[src/rtl/rxo_pkg.sv]
package rxo_pkg;
    localparam int IDX_W = 3;
    localparam int LEN_W = 6;
    localparam int CNT_W = LEN_W + 1;
    localparam int RD_W  = LEN_W + 1;
    localparam int WB_W  = LEN_W + 4;

    typedef struct packed {
        logic             own;
        logic [LEN_W-1:0] len;
    } rd_word_t;

    typedef struct packed {
        logic             own;
        logic             enp;
        logic             buff;
        logic             oflo;
        logic [LEN_W-1:0] mcnt;
    } wb_word_t;

    typedef enum logic [3:0] {
        S_IDLE, S_RD_CUR, S_RD_NXT, S_LD_CUR, S_LD_NXT, S_RECV,
        S_WB_END, S_WB_CHAIN, S_WB_BUFF, S_LOOK, S_DROP, S_MISS
    } st_t;

    function automatic wb_word_t mk_wb(input logic enp, input logic buff,
                                       input logic oflo, input logic [LEN_W-1:0] cnt);
        wb_word_t w;
        w.own  = 1'b0;
        w.enp  = enp;
        w.buff = buff;
        w.oflo = oflo;
        w.mcnt = cnt;
        return w;
    endfunction

    function automatic logic is_next_access(input st_t s);
        return (s == S_RD_NXT) || (s == S_LD_NXT) || (s == S_LOOK);
    endfunction
endpackage

[src/rtl/rxo_ring_ptr.sv]
module rxo_ring_ptr
    import rxo_pkg::*;
(
    input  logic             clk,
    input  logic             rst,
    input  logic [IDX_W:0]   ring_len,
    input  logic             advance,
    output logic [IDX_W-1:0] cur,
    output logic [IDX_W-1:0] nxt
);
    logic [IDX_W:0] cur_plus;

    always_comb begin
        cur_plus = {1'b0, cur} + 1'b1;
        nxt      = (cur_plus >= ring_len) ? '0 : cur_plus[IDX_W-1:0];
    end

    always_ff @(posedge clk) begin
        if (rst)          cur <= '0;
        else if (advance) cur <= nxt;
    end

    p_idx_in_ring_r9: assert property (@(posedge clk) disable iff (rst)
        ring_len != '0 |-> {1'b0, cur} < ring_len);
endmodule

[src/rtl/rxo_fill_cnt.sv]
module rxo_fill_cnt
    import rxo_pkg::*;
(
    input  logic             clk,
    input  logic             rst,
    input  logic             clr,
    input  logic             inc,
    input  logic             sub_en,
    input  logic [LEN_W-1:0] sub_val,
    output logic [CNT_W-1:0] cnt
);
    logic [CNT_W-1:0] sub_amt;

    always_comb sub_amt = sub_en ? {1'b0, sub_val} : '0;

    always_ff @(posedge clk) begin
        if (rst)      cnt <= '0;
        else if (clr) cnt <= {{(CNT_W-1){1'b0}}, inc};
        else          cnt <= cnt - sub_amt + {{(CNT_W-1){1'b0}}, inc};
    end
endmodule

[src/rtl/rxo_ctrl.sv]
module rxo_ctrl
    import rxo_pkg::*;
(
    input  logic             clk,
    input  logic             rst,
    input  logic [IDX_W:0]   ring_len,
    input  logic             poll_tick,
    input  logic             frame_acc,
    input  logic             frame_end,
    input  logic             byte_vld,
    input  logic [IDX_W-1:0] cur,
    input  logic [IDX_W-1:0] nxt,
    input  logic [CNT_W-1:0] cnt,
    input  logic             desc_ack,
    input  logic [RD_W-1:0]  desc_rdata,
    output logic             desc_req,
    output logic             desc_we,
    output logic [IDX_W-1:0] desc_idx,
    output logic [WB_W-1:0]  desc_wdata,
    output logic             advance,
    output logic             cnt_clr,
    output logic             cnt_inc,
    output logic             cnt_sub,
    output logic [LEN_W-1:0] cur_len_o,
    output logic             miss_set,
    output logic             rx_active
);
    st_t              st;
    logic             cur_own, nxt_own;
    logic [LEN_W-1:0] cur_len, nxt_len;
    logic             acc_pend, end_pend, in_frame;
    logic             multi;
    rd_word_t         rd;
    wb_word_t         wb;
    logic             overrun;

    always_comb begin
        rd        = rd_word_t'(desc_rdata);
        multi     = ring_len > 1;
        overrun   = cnt > {1'b0, cur_len};
        desc_req  = !(st == S_IDLE || st == S_RECV || st == S_DROP || st == S_MISS);
        desc_we   = (st == S_WB_END) || (st == S_WB_CHAIN) || (st == S_WB_BUFF);
        desc_idx  = is_next_access(st) ? nxt : cur;
        unique case (st)
            S_WB_END:   wb = mk_wb(1'b1, 1'b0, 1'b0, cnt[LEN_W-1:0]);
            S_WB_BUFF:  wb = mk_wb(1'b0, 1'b1, 1'b1, cur_len);
            default:    wb = mk_wb(1'b0, 1'b0, 1'b0, cur_len);
        endcase
        desc_wdata = desc_we ? WB_W'(wb) : '0;
        advance    = desc_ack && desc_we;
        cnt_clr    = (st == S_IDLE) && acc_pend;
        cnt_inc    = byte_vld && (in_frame || cnt_clr);
        cnt_sub    = desc_ack && (st == S_WB_CHAIN);
        cur_len_o  = cur_len;
        miss_set   = desc_ack && (st == S_LD_CUR) && !rd.own;
        rx_active  = (st == S_RECV) || (st == S_WB_CHAIN) || (st == S_LOOK);
    end

    always_ff @(posedge clk) begin
        if (rst) begin
            st       <= S_IDLE;
            cur_own  <= 1'b0;
            nxt_own  <= 1'b0;
            cur_len  <= '0;
            nxt_len  <= '0;
            acc_pend <= 1'b0;
            end_pend <= 1'b0;
            in_frame <= 1'b0;
        end else begin
            if (frame_acc && !in_frame) acc_pend <= 1'b1;
            if (frame_end && (in_frame || acc_pend)) end_pend <= 1'b1;
            if (advance) begin
                cur_own <= multi ? nxt_own : 1'b0;
                cur_len <= nxt_len;
                nxt_own <= 1'b0;
            end
            unique case (st)
                S_IDLE: begin
                    if (acc_pend) begin
                        acc_pend <= 1'b0;
                        in_frame <= 1'b1;
                        if (!cur_own)                st <= S_LD_CUR;
                        else if (multi && !nxt_own)  st <= S_LD_NXT;
                        else                         st <= S_RECV;
                    end else if (poll_tick) begin
                        if (!cur_own)                st <= S_RD_CUR;
                        else if (multi && !nxt_own)  st <= S_RD_NXT;
                    end
                end
                S_RD_CUR, S_LD_CUR: if (desc_ack) begin
                    cur_own <= rd.own;
                    cur_len <= rd.len;
                    if (rd.own && multi && !nxt_own)
                        st <= (st == S_RD_CUR) ? S_RD_NXT : S_LD_NXT;
                    else if (st == S_RD_CUR)
                        st <= S_IDLE;
                    else
                        st <= rd.own ? S_RECV : S_MISS;
                end
                S_RD_NXT, S_LD_NXT, S_LOOK: if (desc_ack) begin
                    nxt_own <= rd.own;
                    nxt_len <= rd.len;
                    st      <= (st == S_RD_NXT) ? S_IDLE : S_RECV;
                end
                S_RECV: begin
                    if (overrun)       st <= nxt_own ? S_WB_CHAIN : S_WB_BUFF;
                    else if (end_pend) st <= S_WB_END;
                end
                S_WB_END: if (desc_ack) begin
                    end_pend <= 1'b0;
                    in_frame <= 1'b0;
                    st       <= S_IDLE;
                end
                S_WB_CHAIN: if (desc_ack) st <= multi ? S_LOOK : S_RECV;
                S_WB_BUFF:  if (desc_ack) st <= S_DROP;
                S_DROP, S_MISS: if (end_pend) begin
                    end_pend <= 1'b0;
                    in_frame <= 1'b0;
                    st       <= S_IDLE;
                end
                default: st <= S_IDLE;
            endcase
        end
    end

    p_skip_held_r2: assert property (@(posedge clk) disable iff (rst)
        (st == S_IDLE && poll_tick && !acc_pend && cur_own && nxt_own) |=> !desc_req);
    p_single_ring_r3: assert property (@(posedge clk) disable iff (rst)
        (desc_req && ring_len == 1) |-> desc_idx == '0);
    p_quiet_miss_r5: assert property (@(posedge clk) disable iff (rst)
        (st == S_MISS) |-> !desc_req);
    p_handback_own_r7: assert property (@(posedge clk) disable iff (rst)
        (desc_req && desc_we) |-> !desc_wdata[WB_W-1]);
    p_req_hold_r1: assert property (@(posedge clk) disable iff (rst)
        (desc_req && !desc_ack) |=> desc_req && $stable(desc_idx) && $stable(desc_we));
    p_buff_needs_unheld_r8: assert property (@(posedge clk) disable iff (rst)
        (st == S_RECV && overrun && nxt_own) |=> st == S_WB_CHAIN);
endmodule

[src/rtl/rxo_desc_mgr.sv]
module rxo_desc_mgr
    import rxo_pkg::*;
(
    input  logic             clk,
    input  logic             rst,
    input  logic [IDX_W:0]   ring_len,
    input  logic             poll_tick,
    input  logic             frame_acc,
    input  logic             frame_end,
    input  logic             byte_vld,
    input  logic             irq_en,
    input  logic             miss_mask,
    input  logic             miss_clr,
    output logic             desc_req,
    output logic             desc_we,
    output logic [IDX_W-1:0] desc_idx,
    output logic [WB_W-1:0]  desc_wdata,
    input  logic             desc_ack,
    input  logic [RD_W-1:0]  desc_rdata,
    output logic             rx_active,
    output logic [IDX_W-1:0] cur_idx,
    output logic             miss_flag,
    output logic             irq
);
    logic [IDX_W-1:0] nxt;
    logic [CNT_W-1:0] cnt;
    logic [LEN_W-1:0] cur_len;
    logic             advance, cnt_clr, cnt_inc, cnt_sub, miss_set;

    rxo_ring_ptr u_ptr (
        .clk(clk), .rst(rst), .ring_len(ring_len), .advance(advance),
        .cur(cur_idx), .nxt(nxt)
    );

    rxo_fill_cnt u_cnt (
        .clk(clk), .rst(rst), .clr(cnt_clr), .inc(cnt_inc),
        .sub_en(cnt_sub), .sub_val(cur_len), .cnt(cnt)
    );

    rxo_ctrl u_ctrl (
        .clk(clk), .rst(rst), .ring_len(ring_len), .poll_tick(poll_tick),
        .frame_acc(frame_acc), .frame_end(frame_end), .byte_vld(byte_vld),
        .cur(cur_idx), .nxt(nxt), .cnt(cnt), .desc_ack(desc_ack),
        .desc_rdata(desc_rdata), .desc_req(desc_req), .desc_we(desc_we),
        .desc_idx(desc_idx), .desc_wdata(desc_wdata), .advance(advance),
        .cnt_clr(cnt_clr), .cnt_inc(cnt_inc), .cnt_sub(cnt_sub),
        .cur_len_o(cur_len), .miss_set(miss_set), .rx_active(rx_active)
    );

    always_ff @(posedge clk) begin
        if (rst)           miss_flag <= 1'b0;
        else if (miss_set) miss_flag <= 1'b1;
        else if (miss_clr) miss_flag <= 1'b0;
    end

    always_comb irq = miss_flag && irq_en && !miss_mask;

    p_miss_raise_r5: assert property (@(posedge clk) disable iff (rst)
        miss_set |=> miss_flag);
    p_miss_clear_r10: assert property (@(posedge clk) disable iff (rst)
        (miss_clr && !miss_set) |=> !miss_flag);
endmodule

[config.mk]
export PLATFORM = sky130hd
export DESIGN_NAME = rxo_desc_mgr
export DESIGN_NICKNAME = d
export VERILOG_FILES = /design/src/rtl/rxo_pkg.sv /design/src/rtl/rxo_ring_ptr.sv /design/src/rtl/rxo_fill_cnt.sv /design/src/rtl/rxo_ctrl.sv /design/src/rtl/rxo_desc_mgr.sv
export SDC_FILE = /design/constraint.sdc
export NUM_CORES = 1
export LEC_CHECK = 0
export BUFFER_PORTS_ARGS = -buffer_cell sky130_fd_sc_hd__buf_2
export CORE_MARGIN = 2
export CORE_UTILIZATION = 55
export CTS_CLUSTER_DIAMETER = 80
export CTS_CLUSTER_SIZE = 8
export DETAILED_ROUTE_END_ITERATION = 10
export PLACE_DENSITY = 0.78
export SYNTH_ARGS = -nofsm -noshare
export SYNTH_HDL_FRONTEND = slang
export SYNTH_SLANG_ARGS = --single-unit
[constraint.sdc]
create_clock -name clk -period 4.4 [get_ports clk]
set_input_delay 0.66 -clock clk [delete_from_list [all_inputs] [get_ports clk]]
set_output_delay 0.66 -clock clk [all_outputs]
set_load 0.02 [all_outputs]
==> results.json, run 1 <==
{
  "status": "finished clean",
  "post_route_cells_drive_above_1_share": 0.180,
  "routed_wl_um": 5690,
  "worst-setup-path-type": "reg2reg",
  "wl_per_cell_um": 14.8,
  "cts.sinks": 32,
  "postCtsSetupRepairBufs": 0,
  "drt_pass1_iterations": 5,
  "synth_common_cells": "nor2_1, dfxtp_1, ha_1",
  "relSlewSlack": 0.455,
  "r2r-end": "u_cnt.cnt[6]",
  "synth.distinct_cells": 57,
  "clock_latency_ns": 0.28,
  "post-route-min-period_ns": 3.54,
  "synth_largest_area_cell": "dfxtp_1",
  "io_pins": 42,
  "layout.nets": 379,
  "hold_depth": 2,
  "grt_pass1_wl_um": 9380,
  "placed_cells": 377,
  "hold-worst-slack_ns": 0.500,
  "dp_slack_ns": 0.938,
  "area_growth_pct": 12.1,
  "p_leak_nw": 1.30,
  "max_freq_mhz": 283,
  "clk_pin_slew_ns": 0.07,
  "reg2reg_from": "u_ctrl.st[2]",
  "gp_congestion": 0.896,
  "hold_viol": 0,
  "crit_path_start": "u_ctrl.st[2]",
  "setup_viol": 0,
  "io_buffers": 40,
  "yosysTopAreaCellShare": 0.257,
  "nFillCells": 395,
  "htreeDepth": 2,
  "grt_max_degree": 29,
  "finClkSkew_ns": 0.00384,
  "start_util": 0.573,
  "antenna_found_initial": 0,
  "yosysMostFrequentCell": "nor2_1",
  "grtUsageTotal": 0.230,
  "worstPathMaxFanout": 24,
  "die_w_um": 71.4,
  "seq_area_frac_synth": 0.257,
  "powerDensity_nw_per_um2": 466,
  "cap_violations": 0,
  "synth_area_um2": 2500,
  "avgSynthCellArea_um2": 8.29,
  "cts_tree": "done",
  "num_vias": 2278,
  "drv_slew": 0,
  "clock_path_buffers": 2,
  "hp-class": "reg2reg",
  "diodes": 0,
  "tightest_slew_ns": 0.816,
  "synth_area_leaders": "dfxtp_1, ha_1, mux2i_1, nor2_1, a22o_1",
  "endpoint": "u_cnt.cnt[6]",
  "ff2ff_setup_slack_ns": 0.86,
  "syn_inst": 301,
  "synth_seq_cells": 32,
  "drc": 0,
  "synthFlopType": "dfxtp_1",
  "finalCritPeriodShare": 0.804,
  "reg2reg_depth": 12,
  "synth_edf_count": 0,
  "rows": 24,
  "die_area_um2": 5090,
  "critPathArrivalTime_ns": 3.75,
  "cts_root_buf": "clkbuf_8",
  "irDropWorstVdd_mv": 0.229,
  "worstPathRequired_ns": 4.61,
  "drt_iter0_drc": 196,
  "cts_hold_buf": 0,
  "viasPerCell": 5.92,
  "instances_no_fill": 385,
  "overflow": 0,
  "core-area_um2": 4350,
  "end_kind": "register",
  "numCtsBuffers": 5,
  "timing.final.ws_setup_ns": 0.862,
  "final_antenna_net_count": 0,
  "yosysWarnings": 0,
  "fin_tns_setup_ns": 0,
  "async_flop_share": 0,
  "cts_resized": 0,
  "fp.dieH_um": 71.4,
  "startpoint_type": "register",
  "rsz0062_at_grt": "false",
  "syn_nets": 348,
  "dpl.hpwl_um": 4230,
  "grt_pass1_vias": 2077
}
==> metal layers <==
metal  track usage  share of wire
met3        0.0450          0.059
met5             0              0
met2         0.366           0.46
met1         0.309           0.46
met4        0.0860          0.017
==> per-stage QoR <==
stage               utilization  cell area [um2]  power (W)
floorplan                     -             2500   0.000885
global placement          0.617             2690    0.00100
detailed placement        0.617             2690    0.00102
CTS                       0.643             2800    0.00131
global route              0.643             2800    0.00140
finish                    0.643             2800    0.00131
==> logic make-up (layout without fill, tap and decap cells) <==
family                   after synthesis  in the layout  synth area share
adder cells (fa/ha/maj)               26             26             0.133
buffers and inverters                 39             71            0.0667
flip-flops                            32             32             0.257
AO/OA/AOI/OAI                         79             79             0.236
multiplexers                          15             15            0.0601
XOR/XNOR                               6              6            0.0211
other                                  1              1           0.00150
AND/OR/NAND/NOR                      103            103             0.225
==> worst max-delay path, stage by stage, from the launching register on <==
cell	delay, ns
dfxtp_1	0.57
nor4_1	0.52
and2_0	0.35
o21ai_0	0.13
ha_1	0.28
inv_1	0.04
ha_1	0.19
fa_1	0.40
a21o_1	0.18
a21oi_1	0.22
o21bai_1	0.12
a2111o_1	0.40
o21ai_0	0.06
==> layout make-up <==
cell class / count / area, um2 / area share
repair buffers: 41 / 208 / 0.0742
clock inverters: 3 / 42.5 / 0.0152
inverters: 22 / 85.1 / 0.0304
multi-input cells: 230 / 1690 / 0.603
well taps: 52 / 65.1 / 0.0232
clock buffers: 5 / 68.8 / 0.0246
flip-flops and latches: 32 / 641 / 0.229
==> how the worst min path moves through the flow <==
stage	start	endpoint	slack (ns)
final	u_ctrl.nxt_len[1]	u_ctrl.nxt_len[1]	0.50
after global routing	u_ctrl.nxt_len[1]	u_ctrl.nxt_len[1]	0.55
after CTS	u_ctrl.nxt_len[0]	u_ctrl.nxt_len[0]	0.51
after detailed placement	u_ctrl.nxt_len[0]	u_ctrl.nxt_len[0]	0.49
after global placement	u_ctrl.nxt_len[0]	u_ctrl.nxt_len[0]	0.47
after floorplan	u_ctrl.end_pend	u_ctrl.end_pend	0.46
==> power by group <==
group,switching (W),internal [W]
clock network,0.000116,0.000168
registers,0.0000742,0.000340
logic,0.000341,0.000267
total,0.000532,0.000774
==> cells in the final DEF (no fill, tap or decap), drive strengths merged, types with 5 or more instances in the layout <==
cell and instances:
buf 41, nor2 35, dfxtp 32, ha 25, inv 22, nand2 20, a21oi 16, mux2i 15
a22o 11, o21ai 11, a21o 7, and2 7, a22oi 6, and3 5, nand2b 5, nor3 5
nand3b 5, clkbuf 5, o211ai 5
Note: power is estimated with default switching activity, not from simulation.
==> run 2, diff against run 1 <==
--- a/config.mk
+++ b/config.mk
@@ -5,13 +5,14 @@
 export SDC_FILE = /design/constraint.sdc
 export NUM_CORES = 1
 export LEC_CHECK = 0
+export ABC_AREA = 1
 export BUFFER_PORTS_ARGS = -buffer_cell sky130_fd_sc_hd__buf_2
 export CORE_MARGIN = 2
-export CORE_UTILIZATION = 55
+export CORE_UTILIZATION = 51
 export CTS_CLUSTER_DIAMETER = 80
 export CTS_CLUSTER_SIZE = 8
 export DETAILED_ROUTE_END_ITERATION = 10
-export PLACE_DENSITY = 0.78
+export PLACE_DENSITY = 0.76
 export SYNTH_ARGS = -nofsm -noshare
 export SYNTH_HDL_FRONTEND = slang
 export SYNTH_SLANG_ARGS = --single-unit
==> constraint.sdc (replaced) <==
create_clock -name clk -period 3.2 [get_ports clk]
set_input_delay 0.48 -clock clk [delete_from_list [all_inputs] [get_ports clk]]
set_output_delay 0.48 -clock clk [all_outputs]
set_load 0.02 [all_outputs]
==> run 2 against run 1 <==
Combinational power increased by 96%. Highest routed layer unchanged. Area after synthesis up 2.6%. Critical endpoint unchanged. Sequential power grew 43%.
==> results.json, run 2 <==
{
  "grt_pass1_vias": 2222,
  "overflow": 0,
  "final_antenna_net_count": 0,
  "status": "finished clean",
  "grt_max_degree": 17,
  "synth_area_leaders": "dfxtp_1, nand2_1, ha_1, inv_1, a21oi_1",
  "dp_slack_ns": 0.391,
  "die_area_um2": 5600,
  "cts_root_buf": "clkbuf_8",
  "io_pins": 42,
  "yosysWarnings": 0,
  "antenna_found_initial": 0,
  "core-area_um2": 4790,
  "drc": 0,
  "grtUsageTotal": 0.232,
  "critical_path.top_delay_family": "simple AND/OR/NAND/NOR gates",
  "dpl.hpwl_um": 4850,
  "gp_congestion": 0.923,
  "startpoint_type": "register",
  "multiInputGateArea_um2": 1610,
  "placed_cells": 475,
  "wl_per_cell_um": 12.5,
  "rsz0062_at_grt": "false",
  "max_stage_delay_ns": 0.42,
  "powerDensity_nw_per_um2": 735,
  "cts_hold_buf": 0,
  "finClkSkew_ns": 0.00918,
  "fp.dieH_um": 74.9,
  "seq_area_um2": 641,
  "path_buf_inv": 2,
  "slowest_stage": "fa_1",
  "finalCritPeriodShare": 0.891,
  "post_route_cells_drive_above_1_share": 0.207,
  "seq_area_frac_synth": 0.250,
  "numCtsBuffers": 5,
  "cts_resized": 0,
  "synth_area_um2": 2560,
  "synth_largest_area_cell": "dfxtp_1",
  "crit_path_frequent_cell": "nand2_1",
  "worstPathMaxFanout": 7,
  "timing.final.ws_setup_ns": 0.350,
  "end_kind": "register",
  "start_util": 0.535,
  "grt_pass1_wl_um": 9920,
  "drt_pass1_iterations": 5,
  "viasPerCell": 5.16,
  "hp-class": "in2reg",
  "clk_pin_slew_ns": 0.08,
  "yosysTopAreaCellShare": 0.250,
  "num_vias": 2490,
  "avgSynthCellArea_um2": 6.81,
  "die_w_um": 74.9,
  "nFillCells": 481,
  "worst-setup-path-type": "reg2reg",
  "synth_edf_count": 0,
  "cts_tree": "done",
  "instances_no_fill": 483,
  "clock_path_buffers": 2,
  "cap_violations": 0,
  "placed_area_um2": 2780,
  "synth_seq_cells": 32,
  "yosysMostFrequentCell": "nand2_1",
  "fin_tns_setup_ns": 0,
  "syn_inst": 376,
  "diodes": 0,
  "area_growth_pct": 12.3,
  "async_flop_share": 0,
  "post-route-min-period_ns": 2.85,
  "final_common_cell": "nand2_1",
  "layout.nets": 462,
  "clock_latency_ns": 0.29,
  "htreeDepth": 2,
  "worstPathRequired_ns": 3.43,
  "layout_common_cells": "nand2_1, inv_1, buf_2, a21oi_1, dfxtp_1",
  "setup_viol": 0,
  "worstPathCellList": "nor2_2 -> nand2_2 -> nor2_1 -> inv_2 -> nand2_1 -> nand2_1 -> ha_1 -> inv_1 -> ha_1 -> fa_1 -> nand3_1 -> nand3_1 -> nand2_1 -> nand2_1 -> a21oi_1 -> o21ai_0 -> a21oi_1",
  "irDropWorstVdd_mv": 0.348,
  "p_leak_nw": 1.46,
  "synthFlopType": "dfxtp_1",
  "postCtsSetupRepairBufs": 0,
  "finish.utilization": 0.601,
  "routed_wl_um": 6040,
  "synth_common_cells": "nand2_1, inv_1, a21oi_1",
  "synth.distinct_cells": 42,
  "syn_nets": 423,
  "drv_slew": 0,
  "drt_iter0_drc": 85,
  "cts.sinks": 32,
  "max_freq_mhz": 351,
  "hold_viol": 0,
  "design_area_um2": 2880,
  "io_buffers": 40,
  "critPathArrivalTime_ns": 3.08,
  "rows": 25
}
-- run 2: report_power, final --
part / switching, W / total, W / internal [W]
Combinational: 0.000777 / 0.00119 / 0.000415
Sequential: 0.0000948 / 0.000594 / 0.000499
Clock: 0.000174 / 0.000328 / 0.000154
-- run 2: cell families after synthesis --
logic type,Yosys count,share of synthesized area
AO/OA/AOI/OAI,77,0.177
flip-flops,32,0.250
other,1,0.00146
AND/OR/NAND/NOR,170,0.312
adder cells (fa/ha/maj),26,0.130
buffers and inverters,67,0.120
XOR/XNOR,3,0.0103
-- run 2: routing by layer --
layer,wire [um],vias up,track usage
li1,-,1294,-
met1,2920,1123,0.313
met2,2730,64,0.380
met3,324,9,0.0415
met4,73,0,0.0694
met5,0,-,0
-- run 2: through the flow --
step / total power [W] / hold WS [ns]
4_1_cts: 0.00212 / 0.435
5_1_grt: 0.00230 / 0.459
3_3_place_gp: 0.00176 / 0.455
2_1_floorplan: 0.00151 / 0.441
6_report: 0.00211 / 0.441
3_5_place_dp: 0.00178 / 0.457
-- run 2: final timing paths --
| path | from | slack, ns | cells past startpoint | end |
|---|---|---|---|---|
| worst max-delay path | u_ctrl.st[1] | 0.35 | 17 | u_cnt.cnt[6] |
| worst max register to register | u_ctrl.st[1] | 0.35 | 17 | u_cnt.cnt[6] |
| worst min-delay path | miss_clr | 0.44 | 4 | miss_flag |
| worst min register to register | u_ctrl.nxt_len[5] | 0.47 | 2 | register |
-- run 2: area by class of cell --
| cell class | count | area share |
|---|---|---|
| tap | 67 | 0.0291 |
| sequential | 32 | 0.223 |
| multi-input combinational | 277 | 0.561 |
| clock inverter | 3 | 0.00826 |
| timing repair buffer | 41 | 0.0722 |
| inverter | 58 | 0.0826 |
| clock buffer | 5 | 0.0239 |
-- run 2: tightest hold or removal path, stage by stage --
cell	delay (ns)
buf_2	0.08
inv_1	0.03
nand2_1	0.05
a21oi_1	0.05
==> run 3, diff against run 2 <==
--- a/config.mk
+++ b/config.mk
@@ -5,7 +5,6 @@
 export SDC_FILE = /design/constraint.sdc
 export NUM_CORES = 1
 export LEC_CHECK = 0
-export ABC_AREA = 1
 export BUFFER_PORTS_ARGS = -buffer_cell sky130_fd_sc_hd__buf_2
 export CORE_MARGIN = 2
 export CORE_UTILIZATION = 51
==> run 3 against run 2 <==
Maximum frequency shrank 5.6%. Sequential power is 9.4% lower. Largest cell class unchanged. Setup slack worse by 0.17 ns. Critical endpoint unchanged. Sequential share of layout area is the same. Critical path type unchanged.
==> results.json, run 3 (synthesis results as in run 1) <==
{
  "status": "finished clean",
  "routed_wl_um": 6020,
  "slowest_stage": "fa_1",
  "clock_path_buffers": 2,
  "hp-class": "in2reg",
  "fp.dieH_um": 74.0,
  "fin_tns_setup_ns": 0,
  "finClkSkew_ns": 0.00666,
  "clk_pin_slew_ns": 0.08,
  "post-route-min-period_ns": 3.02,
  "final_common_cell": "buf_2",
  "cts.sinks": 32,
  "ff2ff_setup_slack_ns": 0.18,
  "die_area_um2": 5470,
  "worstPathRequired_ns": 3.43,
  "overflow": 0,
  "reg2reg_depth": 12,
  "cap_violations": 0,
  "reg2reg_from": "u_ctrl.st[3]",
  "min_to": "u_ctrl.nxt_len[0]",
  "cts_root_buf": "clkbuf_8",
  "drv_slew": 0,
  "htreeDepth": 2,
  "final_antenna_net_count": 0,
  "gp_congestion": 0.917,
  "hold_viol": 0,
  "max_stage_delay_ns": 0.42,
  "start_util": 0.528,
  "drt_iter0_drc": 150,
  "core-area_um2": 4720,
  "worst-setup-path-type": "reg2reg",
  "grtUsageTotal": 0.229,
  "fin_total_pwr_w": 0.00179,
  "grt_pass1_vias": 2017,
  "crit_path_frequent_cell": "ha_1",
  "finalCritPeriodShare": 0.944,
  "layout.nets": 388,
  "worstPathCellList": "and2b_1 -> and3_1 -> and2_1 -> ha_1 -> inv_1 -> ha_1 -> fa_1 -> a21o_1 -> a21oi_2 -> o21bai_1 -> a2111o_1 -> o21ai_0",
  "area_growth_pct": 15.2,
  "dpl.hpwl_um": 4580,
  "die_w_um": 74.0,
  "hold_depth": 3,
  "design_area_um2": 2880,
  "clock_latency_ns": 0.30,
  "cts_hold_buf": 0,
  "cts_tree": "done",
  "powerDensity_nw_per_um2": 622,
  "worstPathMaxFanout": 6,
  "setup_viol": 0,
  "rows": 25,
  "wl_per_cell_um": 14.7,
  "drc": 0,
  "end_kind": "register",
  "post_route_cells_drive_above_1_share": 0.208,
  "placed_area_um2": 2770,
  "grt_max_degree": 29,
  "worstHoldStart": "desc_rdata[0]",
  "irDropWorstVdd_mv": 0.345,
  "io_pins": 42,
  "io_buffers": 40,
  "num_vias": 2303,
  "rsz0062_at_grt": "false",
  "tightest_slew_ns": 0.667,
  "relSlewSlack": 0.549,
  "viasPerCell": 5.63,
  "p_leak_nw": 1.34,
  "critPathArrivalTime_ns": 3.25,
  "diodes": 0,
  "layout_common_cells": "buf_2, nor2_1, dfxtp_1, ha_1, inv_1",
  "r2r-end": "u_cnt.cnt[6]",
  "drt_pass1_iterations": 4,
  "grt_pass1_wl_um": 9550,
  "max_freq_mhz": 331,
  "hold-worst-slack_ns": 0.433,
  "nFillCells": 434,
  "startpoint_type": "register",
  "antenna_found_initial": 0,
  "numCtsBuffers": 5
}
run 3: cell types whose count changed in the layout (fill, tap and decap cells not counted), moves of 11 or more:
cell | before | now
a21oi_1 | 37 | 14
inv_1 | 50 | 21
o21ai_0 | 24 | 10
mux2i_1 | 0 | 15
nand3_1 | 18 | 1
nand2_1 | 91 | 19
a22o_1 | 0 | 11
run 3: report_power, final:
group | internal (W) | leakage [nW] | switching, W
clock network | 0.000154 | 0.0404 | 0.000176
registers | 0.000467 | 0.260 | 0.0000705
logic | 0.000408 | 1.04 | 0.000514
total | 0.00103 | 1.34 | 0.000761
run 3: layout make-up:
class / count / area [um2] / area share
Tap cell: 67 / 83.8 / 0.0291
Inverter: 22 / 85.1 / 0.0296
Clock buffer: 5 / 68.8 / 0.0239
Multi-Input combinational cell: 230 / 1700 / 0.591
Clock inverter: 3 / 23.8 / 0.00826
Sequential cell: 32 / 641 / 0.223
Timing Repair Buffer: 50 / 275 / 0.0957
run 3: stage by stage:
stage / setup WS (ns) / instances / utilization
4_1_cts: 0.149 / 409 / 0.607
5_1_grt: 0.0338 / 409 / 0.609
6_report: 0.180 / 409 / 0.609
3_3_place_gp: 0.269 / 401 / 0.587
3_5_place_dp: 0.175 / 401 / 0.587
2_1_floorplan: 0.161 / 301 / -
run 3: critical path: cells and delay by family, from the launching register on:
| family | cells | cell delay, ns |
|---|---|---|
| simple gates | 3 | 0.70 |
| buf+inv | 1 | 0.04 |
| compound gates | 5 | 0.94 |
| fa+ha+maj | 3 | 0.89 |
| flops | 1 | 0.40 |
run 3: how the worst max path moves through the flow:
stage,startpoint,cells after the start,slack [ns],to
3_3_place_gp,u_ctrl.st[3],12,0.27,u_cnt.cnt[6]
5_1_grt,u_ctrl.st[3],12,0.03,u_cnt.cnt[6]
2_1_floorplan,u_ctrl.st[0],13,0.16,u_cnt.cnt[6]
6_report,u_ctrl.st[3],12,0.18,u_cnt.cnt[6]
4_1_cts,u_ctrl.st[3],12,0.15,u_cnt.cnt[6]
3_5_place_dp,u_ctrl.st[3],12,0.17,u_cnt.cnt[6]
run 3: repair_timing:
item	4_1_cts	5_1_grt
gates resized for setup	0	2
hold endpoints to repair	0	0
setup endpoints to repair	0	1
buffers inserted	0	0
run 3: metal layers:
layer	vias to the layer above	part of all wire	GRT usage
li1	1161	-	-
met1	1083	0.45	0.293
met2	50	0.49	0.371
met3	9	0.034	0.0542
met4	0	0.020	0.0909
met5	-	0	0
